**src/rtl/usic_pkg.sv**
```systemverilog
package usic_pkg;
    localparam int unsigned USIC_NUM_IRQ = 3;
    localparam int unsigned IRQ_RX   = 0;
    localparam int unsigned IRQ_TX   = 1;
    localparam int unsigned IRQ_IDLE = 2;

    typedef struct packed {
        logic rx_ie;
        logic tx_ie;
        logic idle_ie;
    } usic_en_t;

    localparam usic_en_t USIC_EN_OFF = '{rx_ie: 1'b0, tx_ie: 1'b0, idle_ie: 1'b0};
endpackage

```
**src/rtl/usic_flag.sv**
```systemverilog
module usic_flag #(
    parameter bit RESET_VAL = 1'b0
) (
    input  logic clk,
    input  logic rst_n,
    input  logic soft_rst,
    input  logic set_ev,
    input  logic clr_ev,
    output logic q
);
    // Priority: reset, then set, then clear.
    always_ff @(posedge clk or negedge rst_n) begin
        if (!rst_n)
            q <= RESET_VAL;
        else if (soft_rst)
            q <= RESET_VAL;
        else if (set_ev)
            q <= 1'b1;
        else if (clr_ev)
            q <= 1'b0;
    end
endmodule

```
**src/rtl/usic_ctrl_regs.sv**
```systemverilog
module usic_ctrl_regs
    import usic_pkg::*;
(
    input  logic     clk,
    input  logic     rst_n,
    input  logic     soft_rst,
    input  logic     wr_ctrl,
    input  logic     wr_err_clr,
    input  logic     wr_rx_ie,
    input  logic     wr_tx_ie,
    input  logic     wr_idle_ie,
    output usic_en_t en_q,
    output logic     err_clr_pulse
);
    always_ff @(posedge clk or negedge rst_n) begin
        if (!rst_n) begin
            en_q          <= USIC_EN_OFF;
            err_clr_pulse <= 1'b0;
        end else if (soft_rst) begin
            en_q          <= USIC_EN_OFF;
            err_clr_pulse <= 1'b0;
        end else begin
            // The clear bit is never stored: it lives for one cycle only.
            err_clr_pulse <= wr_ctrl && wr_err_clr;
            if (wr_ctrl) begin
                en_q.rx_ie   <= wr_rx_ie;
                en_q.tx_ie   <= wr_tx_ie;
                en_q.idle_ie <= wr_idle_ie;
            end
        end
    end
endmodule

```
**src/rtl/usic_irq_gen.sv**
```systemverilog
module usic_irq_gen #(
    parameter int unsigned N = 3
) (
    input  logic         clk,
    input  logic         rst_n,
    input  logic         soft_rst,
    input  logic [N-1:0] req,
    output logic [N-1:0] irq
);
    for (genvar i = 0; i < N; i++) begin : g_irq
        always_ff @(posedge clk or negedge rst_n) begin
            if (!rst_n)
                irq[i] <= 1'b0;
            else if (soft_rst)
                irq[i] <= 1'b0;
            else
                irq[i] <= req[i];
        end
    end
endmodule

```
**src/rtl/usic_status.sv**
```systemverilog
module usic_status
    import usic_pkg::*;
(
    input  logic clk,
    input  logic rst_n,
    input  logic soft_rst,
    input  logic rx_done,
    input  logic rx_stop_bit,
    input  logic rx_parity_ok,
    input  logic tx_load,
    input  logic rx_idle,
    input  logic tx_idle,
    input  logic sync_mode,
    input  logic rd_rdata,
    input  logic wr_tdata,
    input  logic wr_ctrl,
    input  logic wr_err_clr,
    input  logic wr_rx_ie,
    input  logic wr_tx_ie,
    input  logic wr_idle_ie,
    output logic rx_full,
    output logic err_frame,
    output logic err_parity,
    output logic tx_empty,
    output logic data_valid,
    output logic rx_irq,
    output logic tx_irq,
    output logic idle_irq
);
    usic_en_t                en_q;
    logic                    err_clr_pulse;
    logic [USIC_NUM_IRQ-1:0] irq_req;
    logic [USIC_NUM_IRQ-1:0] irq_q;

    usic_ctrl_regs u_ctrl (
        .clk           (clk),
        .rst_n         (rst_n),
        .soft_rst      (soft_rst),
        .wr_ctrl       (wr_ctrl),
        .wr_err_clr    (wr_err_clr),
        .wr_rx_ie      (wr_rx_ie),
        .wr_tx_ie      (wr_tx_ie),
        .wr_idle_ie    (wr_idle_ie),
        .en_q          (en_q),
        .err_clr_pulse (err_clr_pulse)
    );

    usic_flag #(.RESET_VAL(1'b0)) u_rx_full (
        .clk(clk), .rst_n(rst_n), .soft_rst(soft_rst),
        .set_ev(rx_done), .clr_ev(rd_rdata), .q(rx_full)
    );

    usic_flag #(.RESET_VAL(1'b0)) u_err_frame (
        .clk(clk), .rst_n(rst_n), .soft_rst(soft_rst),
        .set_ev(rx_done && !rx_stop_bit), .clr_ev(err_clr_pulse), .q(err_frame)
    );

    usic_flag #(.RESET_VAL(1'b0)) u_err_parity (
        .clk(clk), .rst_n(rst_n), .soft_rst(soft_rst),
        .set_ev(rx_done && !rx_parity_ok), .clr_ev(err_clr_pulse), .q(err_parity)
    );

    usic_flag #(.RESET_VAL(1'b1)) u_tx_empty (
        .clk(clk), .rst_n(rst_n), .soft_rst(soft_rst),
        .set_ev(tx_load), .clr_ev(wr_tdata), .q(tx_empty)
    );

    always_comb begin
        irq_req           = '0;
        irq_req[IRQ_RX]   = en_q.rx_ie && (rx_full || err_frame || err_parity);
        irq_req[IRQ_TX]   = en_q.tx_ie && tx_empty;
        irq_req[IRQ_IDLE] = en_q.idle_ie && rx_idle && tx_idle && !sync_mode;
    end

    usic_irq_gen #(.N(USIC_NUM_IRQ)) u_irq (
        .clk      (clk),
        .rst_n    (rst_n),
        .soft_rst (soft_rst),
        .req      (irq_req),
        .irq      (irq_q)
    );

    assign rx_irq     = irq_q[IRQ_RX];
    assign tx_irq     = irq_q[IRQ_TX];
    assign idle_irq   = irq_q[IRQ_IDLE];
    assign data_valid = rx_full && !err_frame && !err_parity;
endmodule

```
**config.mk**
```make
export PLATFORM = sky130hd
export DESIGN_NAME = usic_status
export DESIGN_NICKNAME = d
export VERILOG_FILES = /design/src/rtl/usic_pkg.sv /design/src/rtl/usic_flag.sv /design/src/rtl/usic_ctrl_regs.sv /design/src/rtl/usic_irq_gen.sv /design/src/rtl/usic_status.sv
export SDC_FILE = /design/constraint.sdc
export NUM_CORES = 1
export LEC_CHECK = 0
export ABC_AREA = 1
export BUFFER_PORTS_ARGS = -buffer_cell sky130_fd_sc_hd__buf_4
export CORE_AREA = 2 2 39 41
export DETAILED_ROUTE_END_ITERATION = 10
export DIE_AREA = 0 0 41 43
export GPL_TIMING_DRIVEN = 0
export PLACE_DENSITY = 0.67
export SLEW_MARGIN = 40
export SYNTH_ARGS = -nofsm -noshare
export SYNTH_HDL_FRONTEND = slang
export SYNTH_SLANG_ARGS = --single-unit
```
**constraint.sdc**
```tcl
create_clock -name clk -period 1.01 [get_ports clk]
set_input_delay 0.202 -clock clk [delete_from_list [all_inputs] [get_ports clk]]
set_output_delay 0.202 -clock clk [all_outputs]
set_load 0.01 [all_outputs]
```
Word-level counts from Yosys, hierarchy flattened
Cells that the tools add are included.
Word-level totals
  input port bits: 17
  bits in registers: 11
  word-level logic and storage cells: 50
Cells by class
  mux-type cells: 17
  reductions and logical operators: 22
Operators by type and width (count)
  1-bit two-way mux: 15
  3-bit nonzero test: 4
  1-bit logical AND: 10
  3-bit two-way mux: 2
  1-bit zero test: 5
  1-bit logical OR: 2
  2-bit nonzero test: 1

Logic depth before layout (Yosys ltp)
Gate-level depths: netlist of the first run.
  depth in word-level cells: 4
  depth in mapped cells: 4
  depth with buffers taken out: 3

Cells and area by module
From an unflattened synthesis of the first run, not the netlist that was laid out.
Unflattened totals
  cell total of the unflattened synthesis: 58
  area, all modules: 478.0 um^2
Modules (own cells, without submodules)
  usic_ctrl_regs: area an instance 155.1 um^2, seq. area each 100.1 um^2, cells each 17, times used 1
  usic_flag at u_err_frame ...: area an instance 45.0 um^2, seq. area each 25.0 um^2, cells each 5, times used 3
  usic_irq_gen: area an instance 97.6 um^2, seq. area each 75.1 um^2, cells each 9, times used 1
  usic_status: area an instance 48.8 um^2, seq. area each 0.0 um^2, cells each 12, times used 1
  usic_flag at u_tx_empty: area an instance 41.3 um^2, seq. area each 26.3 um^2, cells each 5, times used 1

Worst setup path after synthesis of the first run
Ideal clock, no wire load.
  kind: register to output
  start: register u_err_frame.q
  end: output port data_valid
  required time: 0.808 ns
  arrival time: 0.742 ns
  cell stages (with the launch flop): 2
  setup slack: 0.066 ns
  buffers on the path: 0
  cell sequence: dfrtp_1 > nor3_1
Between the ends
  longest elaborated chain between the ends: 3
RTL lines
  from (decl): RTL line usic_flag.sv:9  | output logic q
  from (signal assigned): RTL line usic_flag.sv:14  | q <= RESET_VAL;
  from (signal assigned): RTL line usic_flag.sv:16  | q <= RESET_VAL;
  from (signal assigned): RTL line usic_flag.sv:18  | q <= 1'b1;
  1-bit zero test: RTL line usic_status.sv:86  | assign data_valid = rx_full && !err_frame && !err_parity;
  1-bit logical AND (2 in series): RTL line usic_status.sv:86
  to (decl): RTL line usic_status.sv:25  | output logic data_valid,
No other way between the ends.

Final worst setup path of the first run
Same ends and word-level chain as after synthesis.

==> results of run 1 <==
## registers in the layout, summed over array words and instances, names as in the netlist
signal / cells
u_ctrl.en_q: 3
u_ctrl.err_clr_pulse: 1
u_err_frame.q: 1
u_err_parity.q: 1
u_irq.irq: 3
u_rx_full.q: 1
u_tx_empty.q: 1
## cell usage after synthesis
cell     count
nand2_1     15
a21oi_1      3
nor2_4       1
a21oi_2      1
dfstp_2      1
inv_1        7
o21ai_0      1
buf_6        1
nor3_1       1
nand2_2      1
dfrtp_1     10
nor3_2       1
inv_6        1
nand3_1      3
nor2_1       4
## metal layers
metal / part of all wire (%) / vias up / track usage (%)
met1: 39 / 194 / 16.4
li1: - / 220 / -
met5: 0 / - / 0
met4: 0.95 / 0 / 8.00
met3: 9.9 / 2 / 3.66
met2: 50 / 19 / 19.1
## what timing repair did
| action | in CTS | in global routing |
|---|---|---|
| endpoints found under the setup margin | 4 | 5 |
| endpoints found under the hold margin | 11 | 0 |
| resized for setup | 2 | 2 |
| setup buffers | 3 | 1 |
| pin swaps | 0 | 0 |
| hold buffers | 1 | 0 |
## worst max-delay path, delay by kind of cell (launching register included)
| family | cells | cell delay [ps] |
|---|---|---|
| buffers and inverters | 1 | 140 |
| flip-flops | 1 | 400 |
| AND/OR/NAND/NOR | 1 | 170 |
## cell families after synthesis
logic type	synth area share [%]
compound gates	6.12
buf+inv	9.84
flops	58.8
simple gates	25.3
## metrics by stage
step	hold slack, ps	std cells	setup slack (ps)	setup TNS, ps	power (mW)
floorplan	-93.6	51	66.4	0	0.539
global placement	40.3	90	86.1	0	0.625
detailed placement	43.2	90	50.6	0	0.629
CTS	84.3	98	-174	-508	0.930
global route	91.1	99	-201	-597	0.975
finish	89.5	99	-160	-461	0.931
## power by group
group | internal, mW | switching [mW] | leakage, nW | total [mW]
sequential | 0.462 | 0.0117 | 0.144 | 0.474
combinational | 0.0967 | 0.0730 | 0.249 | 0.170
clock | 0.153 | 0.135 | 0.0150 | 0.287
total | 0.712 | 0.219 | 0.408 | 0.931
## final cells by class
class / count / area share (%)
timing repair buffer: 28 / 30.0
clock buffer: 4 / 3.52
sequential: 11 / 37.1
tap: 16 / 2.68
multi-input combinational: 31 / 20.5
inverter: 8 / 4.70
buffer: 1 / 1.51
## how the worst max path moves through the flow
stage | to | slack (ps) | cells after the start
floorplan | data_valid | 70 | 1
global placement | data_valid | 90 | 2
detailed placement | data_valid | 50 | 2
CTS | data_valid | -170 | 2
global route | data_valid | -200 | 2
finish | data_valid | -160 | 2
==> results.sh, run 1 <==
export IMPL_min_to="u_irq.irq[2]"
export IMPL_area_growth_pct=58.5
export IMPL_arrival_ps=970
export IMPL_regArea_sq_um=277
export IMPL_slew_violations=0
export IMPL_placed_area_sq_um=663
export IMPL_dp_hpwl_microns=693
export IMPL_maxCapViolCount=0
export IMPL_wl_per_cell_microns=9.59
export IMPL_die_area_sq_mm=0.00176
export IMPL_fin_util_pct=53.9
export IMPL_synth_area_top_cells="dfrtp_1, nand2_1, dfstp_2, inv_1, a21oi_1"
export IMPL_die_h_microns=43
export IMPL_drc_errors=0
export IMPL_criticalPathCategory="reg2out"
export IMPL_grt_first_pass_wirelength_microns=1540
export IMPL_reg2reg_depth=4
export IMPL_cp_cell_sequence="nor3_2, buf_4"
export IMPL_postSynthAreaPerCell_sq_um=9.22
export IMPL_place_congestion=0.690
export IMPL_layout_common_cells="buf_4, nand2_1, dfrtp_1"
export IMPL_drive_gt1_share_pct=45.8
export IMPL_slew_limit_headroom_pct=89.7
export IMPL_tritoncts="built"
export IMPL_hp_class="in2reg"
export IMPL_drt_first_pass_iters=2
export IMPL_io_pins=25
export IMPL_r2r_start="u_err_parity.q"
export IMPL_synth_distinct_cells=15
export IMPL_synth_top_area_share_pct=53.2
export IMPL_drtIter0Drc=3
export IMPL_via_count=435
export IMPL_hold_depth=2
export IMPL_via_per_inst=4.39
export IMPL_end_kind="primary output"
export IMPL_io_buffers=23
export IMPL_core_area_sq_mm=0.00138
export IMPL_crit_slowest_cell="dfrtp_1"
export IMPL_worst_path_max_fanout=2
export IMPL_ys_seq_area_share_pct=58.8
export IMPL_crit_start="u_err_frame.q"
export IMPL_cp_start_kind="register"
export IMPL_root_buffer="clkbuf_4"
export IMPL_synth_seq_cells=11
export IMPL_gr_usage_all_layers_pct=13.1
export IMPL_final_common_cell="buf_4"
export IMPL_gr_total_overflow=0
export IMPL_yosys_warnings=0
export IMPL_crit_reg2reg_capture="u_irq.irq[0]"
export IMPL_p_per_area_mw_per_mm2=1250
export IMPL_cts_sinks=11
export IMPL_violations="negative setup slack"
export IMPL_antenna_cells=0
export IMPL_peakVddDrop_mv=0.749
export IMPL_core_rowCount=14
export IMPL_wl_microns=949
export IMPL_fin_area_sq_um=746
export IMPL_hold_path_startpoint="sync_mode"
export IMPL_final_hold_viol_count=0
export IMPL_setup_slack_ps=-160
export IMPL_cp_required_ps=810
export IMPL_grt_max_degree=12
export IMPL_worst_clock_skew_ps=4.43
export IMPL_worstSkewPairLatency_ps=260
export IMPL_fmax_mhz=854
export IMPL_syn_area_sq_um=470
export IMPL_antenna_found_initial=0
export IMPL_rsz0062_at_grt="true"
export IMPL_die_w_microns=41
export IMPL_fin_crit_sh_pct=116
export IMPL_yosysTopAreaCell="dfrtp_1"
export IMPL_numCtsBuffers=3
export IMPL_power_leakage_nw=0.408
export IMPL_cts_clk_slew_worst_paths_ps=70
export IMPL_grt_pass1_vias=397
export IMPL_htreeDepth=1
export IMPL_finalCriticalPeriod_ps=1170
export IMPL_n_fill_cell=132
export IMPL_syn_inst=51
export IMPL_final_nets=101
export IMPL_clockBufferDepth=2
export IMPL_ant_nets=0
export IMPL_tightest_slew_ps=153
export IMPL_setup_viol=4
export IMPL_multi_input_area_sq_um=153
export IMPL_outcome="complete, but fails checks"
export IMPL_max_stage_delay_ps=400
export IMPL_initial_utilization_pct=34.0
export IMPL_syn_nets=68
export IMPL_reg2reg_slack_ps=90
Note: power is estimated with default switching activity, not from simulation.
==> inputs of run 2 (changes only) <==
--- a/config.mk
+++ b/config.mk
@@ -5,7 +5,7 @@
 export SDC_FILE = /design/constraint.sdc
 export NUM_CORES = 1
 export LEC_CHECK = 0
-export ABC_AREA = 1
+export ABC_AREA = 0
 export BUFFER_PORTS_ARGS = -buffer_cell sky130_fd_sc_hd__buf_4
 export CORE_AREA = 2 2 39 41
 export DETAILED_ROUTE_END_ITERATION = 10
@@ -15,4 +15,5 @@
 export SLEW_MARGIN = 40
 export SYNTH_ARGS = -nofsm -noshare
 export SYNTH_HDL_FRONTEND = slang
+export SYNTH_HIERARCHICAL = 1
 export SYNTH_SLANG_ARGS = --single-unit
==> run 2 against run 1 <==
Effect of this change: the flow still finishes with violations (negative setup slack); clock skew decreased by 1.4 ps; first-iteration DRC count is 100% lower; maximum frequency about the same; power increased by 0.11%; register-to-register slack lost 140 ps; final cell count shrank 10%; cell area grew 0.84%; hold slack got worse by 28 ps; synthesized cell count decreased by 24%; sequential power hardly changed; critical path depth unchanged; clock-buffer cell count decreased by 1; critical endpoint unchanged; largest cell class unchanged.
==> results.sh, run 2 <==
export IMPL_yosys_warnings=6
export IMPL_slew_violations=0
export IMPL_die_area_sq_mm=0.00176
export IMPL_synth_area_top_cells="dfrtp_1, nor2b_1, mux2i_1, dfstp_2, a21oi_2"
export IMPL_tightest_slew_ps=149
export IMPL_synth_compound_area_share_pct=8.70
export IMPL_cp_start_kind="register"
export IMPL_antenna_cells=0
export IMPL_cp_cell_sequence="nor3b_2, buf_4"
export IMPL_drc_errors=0
export IMPL_crit_slowest_cell="dfrtp_1"
export IMPL_die_w_microns=41
export IMPL_die_h_microns=43
export IMPL_ys_seq_area_share_pct=60.1
export IMPL_setup_slack_ps=-160
export IMPL_slew_limit_headroom_pct=89.8
export IMPL_final_hold_viol_count=0
export IMPL_peakVddDrop_mv=0.723
export IMPL_grt_first_pass_wirelength_microns=1500
export IMPL_initial_utilization_pct=33.3
export IMPL_gr_total_overflow=0
export IMPL_syn_nets=56
export IMPL_cts_sinks=11
export IMPL_syn_area_sq_um=460
export IMPL_cpLargestDelayFamily="flip-flops"
export IMPL_syn_inst=39
export IMPL_place_inst=79
export IMPL_wl_per_cell_microns=10.2
export IMPL_finalCriticalPeriod_ps=1170
export IMPL_max_stage_delay_ps=400
export IMPL_fmax_mhz=854
export IMPL_via_count=385
export IMPL_root_buffer="clkbuf_4"
export IMPL_worst_path_max_fanout=2
export IMPL_yosysTopAreaCell="dfrtp_1"
export IMPL_numCtsBuffers=3
export IMPL_dp_slack_ps=59.5
export IMPL_clockBufferDepth=2
export IMPL_htreeDepth=1
export IMPL_final_nets=91
export IMPL_worst_clock_skew_ps=3.00
export IMPL_synth_distinct_cells=14
export IMPL_via_per_inst=4.33
export IMPL_yosys_top_cells_count="dfrtp_1, nor2b_1, inv_1, nor2_1"
export IMPL_synth_edf_count=0
export IMPL_io_pins=25
export IMPL_setup_viol=6
export IMPL_async_reset_ff_share_pct=100
export IMPL_fin_cells=89
export IMPL_layout_common_cells="buf_4, dfrtp_1, nor2b_1"
export IMPL_largestRegisters="u_ctrl/en_q x3, u_irq/irq x3"
export IMPL_drt_first_pass_iters=1
export IMPL_ys_flop_type="dfrtp_1"
export IMPL_core_area_sq_mm=0.00138
export IMPL_synth_xor_area_share_pct=0
export IMPL_grt_pass1_vias=348
export IMPL_cts_clk_slew_worst_paths_ps=70
export IMPL_tritoncts="built"
export IMPL_rsz0062_at_grt="true"
export IMPL_grt_max_degree=12
export IMPL_criticalPathCategory="reg2out"
export IMPL_synth_top_family_by_area="simple AND/OR/NAND/NOR gates"
export IMPL_wl_microns=906
export IMPL_maxCapViolCount=0
export IMPL_final_common_cell="buf_4"
export IMPL_gr_usage_all_layers_pct=13.0
export IMPL_hp_class="in2reg"
export IMPL_p_per_area_mw_per_mm2=1240
export IMPL_worstSkewPairLatency_ps=260
export IMPL_cp_buffers_inverters=1
export IMPL_yosys_area_share_simple_pct=21.5
export IMPL_core_rowCount=14
export IMPL_drive_gt1_share_pct=53.4
export IMPL_synthMuxAreaShare_pct=6.52
export IMPL_fin_util_pct=54.3
export IMPL_fin_crit_sh_pct=116
export IMPL_total_power_mw=0.932
export IMPL_area_growth_pct=63.3
export IMPL_synthMostInstantiatedCell="dfrtp_1"
export IMPL_place_congestion=0.666
export IMPL_synth_top_area_share_pct=54.3
export IMPL_power_leakage_nw=0.402
export IMPL_cp_required_ps=810
export IMPL_synth_fa_ha_area_share_pct=0
export IMPL_synth_seq_cells=11
export IMPL_outcome="complete, but fails checks"
export IMPL_io_buffers=24
export IMPL_drtIter0Drc=0
export IMPL_violations="negative setup slack"
export IMPL_postSynthAreaPerCell_sq_um=11.8
export IMPL_ant_nets=0
export IMPL_arrival_ps=970
export IMPL_antenna_found_initial=0
export IMPL_end_kind="primary output"
run 2: changes by cell type in the layout (fill, tap and decap cells not counted), sizes merged, moves of 2 or more:
cell | previous run | this run
nor2b | 0 | 5
mux2i | 0 | 3
inv | 8 | 4
nor3 | 2 | 0
nand2b | 0 | 3
nand2 | 16 | 0
nand3 | 3 | 0
run 2: layout make-up:
| class | instances | area [sq um] |
|---|---|---|
| fill | 114 | 632 |
| sequential | 11 | 277 |
| timing repair buffer | 30 | 239 |
| multi-input combinational | 24 | 174 |
| clock buffer | 3 | 22.5 |
| tap | 16 | 20.0 |
| inverter | 4 | 15.0 |
| clock inverter | 1 | 5.00 |
run 2: metal layers:
layer	wire (microns)	vias up	share of wire, %	track usage, %
met5	0	-	0	0
met4	27	0	3.0	8.00
met3	45	4	5.0	4.71
met2	430	12	47	18.4
met1	402	174	44	16.2
li1	-	195	-	-
run 2: power by group:
part	leakage, nW	internal, mW	switching (mW)
logic	0.240	0.105	0.0641
clock network	0.0177	0.146	0.143
registers	0.144	0.462	0.0113
run 2: metrics by stage:
| stage | TNS (ps) | instance area (sq um) | hold slack, ps |
|---|---|---|---|
| after floorplan | 0 | 460 | -93.6 |
| after global placement | 0 | 661 | 43.5 |
| after detailed placement | 0 | 661 | 40.5 |
| after CTS | -703 | 752 | 53.2 |
| after global routing | -865 | 752 | 64.2 |
| final | -648 | 752 | 61.4 |
run 2: repair_timing:
item                                   in CTS  in global routing
pin swaps                                   1                  1
buffers inserted                            5                  0
endpoints found under the hold margin      11                  0
hold buffers                                1                  0
setup endpoints to repair                   5                  6
gates resized for setup                     4                  0
run 2: kinds of logic (layout without fill, tap and decap cells):
group                  Yosys count  count (layout)
AO/OA/AOI/OAI                    5               5
multiplexers                     3               3
buffers and inverters            4              38
flip-flops                      11              11
AND/OR/NAND/NOR                 16              16
run 2: final timing paths:
path	slack (ps)	start	end	cells past startpoint
max reg2reg	-50	u_err_parity/q	u_irq/irq[0]	3
max	-160	u_err_parity/q	data_valid	2
min reg2reg	530	u_ctrl/en_q[1]	u_ctrl/en_q[1]	2
min in group asynchronous	300	rst_n	u_ctrl/en_q[1]	2
max in group asynchronous	490	rst_n	u_tx_empty/q	2
min	60	wr_tdata	u_tx_empty/q	2
run 2: worst register-to-register path, cell delays in order, from the launching register on:
cell and delay [ps]:
dfrtp_1 400, buf_4 150, o31a_1 280, nor2b_1 120
